--- config.mk ---
export PLATFORM = sky130hd
export DESIGN_NAME = rsp_seq_fsm
export DESIGN_NICKNAME = d
export VERILOG_FILES = /design/src/rtl/rsp_pkg.sv /design/src/rtl/rsp_seq_fsm.sv
export SDC_FILE = /design/constraint.sdc
export NUM_CORES = 1
export LEC_CHECK = 0
export BUFFER_PORTS_ARGS = -buffer_cell sky130_fd_sc_hd__buf_2
export CORE_MARGIN = 2
export CORE_UTILIZATION = 47
export DETAILED_ROUTE_END_ITERATION = 7
export PLACE_DENSITY = 0.9
export SLEW_MARGIN = 20
export SYNTH_ARGS = -nofsm -noshare
export SYNTH_HDL_FRONTEND = slang
export SYNTH_SLANG_ARGS = --single-unit
--- constraint.sdc ---
create_clock -name clk -period 3.4 [get_ports clk]
set_clock_uncertainty 0.2 [all_clocks]
set_input_delay 0.85 -clock clk [delete_from_list [all_inputs] [get_ports clk]]
set_output_delay 0.85 -clock clk [all_outputs]
set_load 0.02 [all_outputs]
--- src/rtl/rsp_pkg.sv ---
package rsp_pkg;
  localparam int BYTE_W = 8;

  typedef enum logic [1:0] {
    ST_DISCARD = 2'd0,
    ST_ECHO    = 2'd1,
    ST_STATUS  = 2'd2
  } stage_t;

  typedef enum logic [1:0] {
    S_IDLE  = 2'd0,
    S_ISSUE = 2'd1,
    S_WAIT  = 2'd2,
    S_FIN   = 2'd3
  } seq_t;

  // First stage of a check: the reset opcode throws one byte away first
  function automatic stage_t entry_stage(logic [BYTE_W-1:0] opc,
                                         logic [BYTE_W-1:0] rst_opc);
    return (opc == rst_opc) ? ST_DISCARD : ST_ECHO;
  endfunction

  // Whether a returned byte ends the current stage
  function automatic logic byte_hits(stage_t st, logic [BYTE_W-1:0] b,
                                     logic [BYTE_W-1:0] opc,
                                     logic [BYTE_W-1:0] ok_code);
    case (st)
      ST_DISCARD: return 1'b1;
      ST_ECHO:    return b == opc;
      default:    return b == ok_code;
    endcase
  endfunction

  function automatic stage_t next_stage(stage_t st);
    return (st == ST_DISCARD) ? ST_ECHO : ST_STATUS;
  endfunction
endpackage

--- src/rtl/rsp_seq_fsm.sv ---
module rsp_seq_fsm
  import rsp_pkg::*;
#(
  parameter logic [BYTE_W-1:0] RST_OPC = 8'hCF
) (
  input  logic              clk,
  input  logic              rst_n,
  input  logic              start,
  input  logic [BYTE_W-1:0] opcode,
  input  logic              rx_valid,
  input  logic              rx_err,
  input  logic              hit,
  input  logic              exhausted,
  output stage_t            stage,
  output logic [BYTE_W-1:0] opc_q,
  output logic              budget_clr,
  output logic              budget_bump,
  output logic              rd_req,
  output logic              done,
  output logic              fail
);
  seq_t state;
  logic fail_q;

  // named events for the assertions
  logic take, accept_start, take_ok, take_miss;
  assign accept_start = (state == S_IDLE) && start;
  assign take         = (state == S_WAIT) && rx_valid;
  assign take_ok      = take && !rx_err && hit;
  assign take_miss    = take && !rx_err && !hit;

  assign budget_clr  = accept_start || take_ok;
  assign budget_bump = take_miss;

  always_ff @(posedge clk) begin
    if (!rst_n) begin
      state  <= S_IDLE;
      stage  <= ST_ECHO;
      opc_q  <= '0;
      fail_q <= 1'b0;
    end else begin
      case (state)
        S_IDLE: if (start) begin
          opc_q  <= opcode;
          stage  <= entry_stage(opcode, RST_OPC);
          fail_q <= 1'b0;
          state  <= S_ISSUE;
        end
        S_ISSUE: state <= S_WAIT;
        S_WAIT: if (rx_valid) begin
          if (rx_err) begin
            fail_q <= 1'b1;
            state  <= S_FIN;
          end else if (hit) begin
            if (stage == ST_STATUS) begin
              fail_q <= 1'b0;
              state  <= S_FIN;
            end else begin
              stage <= next_stage(stage);
              state <= S_ISSUE;
            end
          end else if (exhausted) begin
            fail_q <= 1'b1;
            state  <= S_FIN;
          end else begin
            state <= S_ISSUE;
          end
        end
        default: state <= S_IDLE;
      endcase
    end
  end

  assign rd_req = (state == S_ISSUE);
  assign done   = (state == S_FIN);
  assign fail   = done && fail_q;

  AST_ONE_OUTSTANDING: assert property (@(posedge clk) disable iff (!rst_n)
    rd_req |=> !rd_req);
  AST_START_REQUESTS: assert property (@(posedge clk) disable iff (!rst_n)
    accept_start |=> rd_req);
  AST_ERR_ENDS_FAIL: assert property (@(posedge clk) disable iff (!rst_n)
    (take && rx_err) |=> (done && fail));
  AST_STATUS_AFTER_ECHO: assert property (@(posedge clk) disable iff (!rst_n)
    (stage == ST_STATUS && $past(stage) != ST_STATUS)
      |-> ($past(stage) == ST_ECHO && $past(take_ok)));
  AST_DONE_PULSE: assert property (@(posedge clk) disable iff (!rst_n)
    done |=> !done);
  AST_FAIL_WITH_DONE: assert property (@(posedge clk) disable iff (!rst_n)
    fail |-> done);
  AST_OPC_HELD: assert property (@(posedge clk) disable iff (!rst_n)
    (state != S_IDLE && $past(state) != S_IDLE) |-> $stable(opc_q));
endmodule

# Yosys cells after proc, flatten, opt, wreduce, memory -nomap -nowiden
# Cells that the tools add are included.
# word_totals
rom_bits,0
latch_bits,0
n_memories,0
ramBits,0
out_inout_bits,15
ff_bits,13
# op_classes
n_addsub,0
shift,0
n_div,0
n_mul,0
n_eq_ne,12
mux,22
n_reduce_logical,16
magnitude_cmp,0
bitwise_logic,0
# op_table
op,count
$mux 2,12
$ne 2x2->1 const B,5
$eq 8x8->1 const B,1
$mux 1,7
$eq 2x2->1 const B,3
$logic_and 1x1->1,6
$pmux 2 s3,1
$reduce_and 6->1,1
$reduce_and 5->1,1
$logic_not 2->1,2
$ne 4x3->1 const B,1
$ne 4x4->1 const B,1
$pmux 2 s2,1
$reduce_and 2->1,2
$eq 2x1->1 const B,1
$logic_not 1->1,2
$pmux 1 s2,1
$reduce_bool 2->1,1
$logic_or 1x1->1,1

# Longest topological paths before layout
# depth
word_depth,7
mapped_depth,5
ltp_nobuf,3

# Worst setup path before layout
# No wires, ideal clock.
# synth_path
path_kind,input to output
startpoint,input rx_valid
endpoint,output budget_clr
required_time_ns,2.350
path_stages,3
slack_ns,0.822
arrival_ns,1.528
path_buffers,0
path_cell_list,nor2b_1 > nand3_1 > a21oi_1
# synth_between
elab_chain_len,4
# synth_rtl
item,line_no,source
from (decl),rsp_seq_fsm.sv:10,"input logic rx_valid,"
$logic_and 1x1->1,rsp_seq_fsm.sv:28,assign take = (state == S_WAIT) && rx_valid;
$logic_and 1x1->1 (2 in series),rsp_seq_fsm.sv:29,assign take_ok = take && !rx_err && hit;
$logic_or 1x1->1,rsp_seq_fsm.sv:32,assign budget_clr = accept_start || take_ok;
to (decl),rsp_seq_fsm.sv:16,"output logic budget_clr,"
# No other way between the ends.

# Worst setup path after layout
# layout_path
startpoint,input rx_err
endpoint,output budget_clr
# layout_between
elab_chain_len,4
# layout_rtl
item,line_no,source
from (decl),rsp_seq_fsm.sv:11,"input logic rx_err,"
$logic_not 1->1,rsp_seq_fsm.sv:29,
$logic_and 1x1->1 (2 in series),rsp_seq_fsm.sv:29,
$logic_or 1x1->1,rsp_seq_fsm.sv:32,
# No other way between the ends.

==> flow_summary.json <==
{
  "outcome": "complete, no violations",
  "cp_num_buf_inv": 2,
  "synth_area_um2": 648.1,
  "cp.arrival_ns": 1.67,
  "hold_depth": 2,
  "gp_congestion": 0.7192,
  "ys_types": 28,
  "rsz0062_at_grt": "no",
  "cts_tree": "done",
  "critPathLaunchType": "input port",
  "r2r_slack_ns": 1.81,
  "powerDensity_nw_per_um2": 414.9,
  "ys_ff_latch": 13,
  "worstMarginPinSlew_ns": 0.3313,
  "area_growth_pct": 27.80,
  "dr.pass1.iters": 3,
  "cts.sinks": 13,
  "hp-class": "reg2reg",
  "yosysWarningCount": 0,
  "grt_pass1_vias": 531,
  "ios": 30,
  "antenna_found_initial": 0,
  "design_area_um2": 828.3,
  "synthCells": 67,
  "portBuffers": 29,
  "grt_max_degree": 15,
  "relSlewSlack": 0.7728,
  "cts_hold_buf": 0,
  "cts_buffers": 3,
  "p_leak_nw": 0.3867,
  "cp_top_family": "simple AND/OR/NAND/NOR gates",
  "cts_max_level": 1,
  "crit_path_frequent_cell": "buf_2",
  "yosysSeqAreaShare": 0.4015,
  "setup_tns_ns": 0,
  "cap_violations": 0,
  "slew_violations": 0,
  "finalHoldViolCount": 0,
  "drive_gt1_frac": 0.3711,
  "endpoint_kind": "output port",
  "cts.clk_slew.worst_paths_ns": 0.07,
  "die_area_um2": 1692,
  "cp_max_fo": 4,
  "core_um2": 1301,
  "min-delay-start": "fail_q",
  "worstPathCellList": "buf_2, nor2b_1, nand3_1, a21oi_1, buf_2",
  "wl_per_cell_um": 12.70,
  "nets": 113,
  "vias_per_cell": 5.411,
  "grt_pass1_wl_um": 2187,
  "cts_resized": 0,
  "r2r-start": "stage[1]",
  "setup_viol": 0,
  "mostFrequentLayoutCells": "buf_2 (29), dfxtp_1 (13), nor2b_1 (12)",
  "timing_worst_setup_path_type": "in2out",
  "reg2reg_to": "stage[0]",
  "num_vias": 606,
  "cpMaxStageDelayCell": "nor2b_1",
  "hpwl_um": 1098,
  "required_ns": 2.35,
  "antenna_cells": 0,
  "min_period_over_period": 0.8014,
  "ir_drop_mv": 0.3057,
  "max_stage_delay_ns": 0.26,
  "clk_latency_ns": 0.27,
  "holdWs_ns": 0.2603,
  "worst_slack_ns": 0.6754,
  "syn-num-nets": 82,
  "grtUsageTotal": 0.1955,
  "cts_root_buf": "clkbuf_4",
  "n_fill_cell": 113,
  "place_ws_ns": 0.6787,
  "ant_nets": 0,
  "dpl_cell_area_um2": 802.0,
  "mostFrequentLayoutCell": "buf_2",
  "cts.path.max_buffers": 2,
  "finalWirelength_um": 1422,
  "min_period_ns": 2.725,
  "holdPathEnd": "fail_q",
  "avgSynthCellArea_um2": 9.673,
  "overflow": 0,
  "drtIter0Drc": 9,
  "drt_drc_violations_left": 0,
  "start_util": 0.4981,
  "rows": 13,
  "die_x_um": 41.14,
  "r2r_cells": 3,
  "die_h_um": 41.14,
  "fmax_mhz": 367.0,
  "post-cts-setup-buffers": 0
}
==> worst max path at each step <==
| stage | startpoint | end | cells past startpoint |
|---|---|---|---|
| global route | rx_err | budget_clr | 5 |
| CTS | rx_err | budget_clr | 5 |
| detailed placement | rx_err | budget_clr | 5 |
| global placement | rx_err | budget_clr | 5 |
| floorplan | rx_valid | budget_clr | 3 |
| finish | rx_err | budget_clr | 5 |
==> per-layer routing <==
metal | global-route usage | vias up | part of all wire
li1 | - | 301 | -
met2 | 0.3438 | 29 | 0.47
met5 | 0 | - | 0
met4 | 0.04839 | 0 | 0
met3 | 0.05435 | 0 | 0.080
met1 | 0.2318 | 276 | 0.45
==> cells in the mapped netlist <==
cell | number | area share
a311oi_1 | 2 | 0.027
or2b_1 | 1 | 0.012
nor4_1 | 1 | 0.0097
nor2b_1 | 12 | 0.12
inv_2 | 1 | 0.0058
inv_1 | 1 | 0.0058
mux2i_1 | 10 | 0.15
o211ai_2 | 1 | 0.019
nand4bb_1 | 1 | 0.017
nand4_1 | 1 | 0.0097
nand2_1 | 3 | 0.017
nand3b_1 | 1 | 0.012
and3_1 | 1 | 0.0097
nor2_1 | 1 | 0.0058
dfxtp_1 | 13 | 0.40
a211o_1 | 1 | 0.014
and2_1 | 1 | 0.0097
nor3b_1 | 2 | 0.023
o21a_1 | 1 | 0.012
buf_2 | 2 | 0.015
nand2b_2 | 1 | 0.014
or4b_1 | 1 | 0.015
a311o_1 | 1 | 0.015
clkbuf_1 | 2 | 0.012
nand3_1 | 2 | 0.015
o221a_1 | 1 | 0.017
a21oi_1 | 1 | 0.0077
nor3_1 | 1 | 0.0077
==> worst reg2reg max path, cell delays in order (launching register included) <==
cell      delay, ns
dfxtp_1        0.35
or4b_1         0.51
a211o_1        0.32
o211ai_2       0.15
==> area by class of cell <==
cell class,count,area [um^2],share of cell area
well taps,15,18.77,0.02266
clock buffers,4,26.28,0.03172
inverters,2,7.507,0.009063
flip-flops and latches,13,260.3,0.3142
repair buffers,30,152.6,0.1843
multi-input cells,48,362.8,0.4381
==> report_power, final <==
| part | internal, W | total, W | switching, W | leakage (nW) |
|---|---|---|---|---|
| logic | 0.0000362 | 0.0000795 | 0.0000433 | 0.265 |
| registers | 0.000163 | 0.000172 | 0.00000961 | 0.107 |
| clock network | 0.0000454 | 0.0000919 | 0.0000465 | 0.0150 |
==> registers in the layout, indices dropped and copies added (netlist names) <==
name    count
opc_q       8
stage       2
fail_q      1
state       2
==> logic make-up (layout without fill, tap and decap cells) <==
family          after synthesis  after routing  synth area share
simple gates                 30             30            0.2934
flops                        13             13            0.4015
mux                          10             10            0.1544
compound gates                8              8            0.1120
buf+inv                       6             36           0.03860
==> through the flow <==
| stage | cells | power, W | util |
|---|---|---|---|
| 6_report | 112 | 0.0003436 | 0.6365 |
| 4_1_cts | 112 | 0.0003476 | 0.6365 |
| 3_5_place_dp | 108 | 0.0002556 | 0.6163 |
| 5_1_grt | 112 | 0.0003610 | 0.6365 |
| 2_1_floorplan | 67 | 0.0002270 | - |
| 3_3_place_gp | 108 | 0.0002528 | 0.6163 |
(Power assumes the default switching activity.)
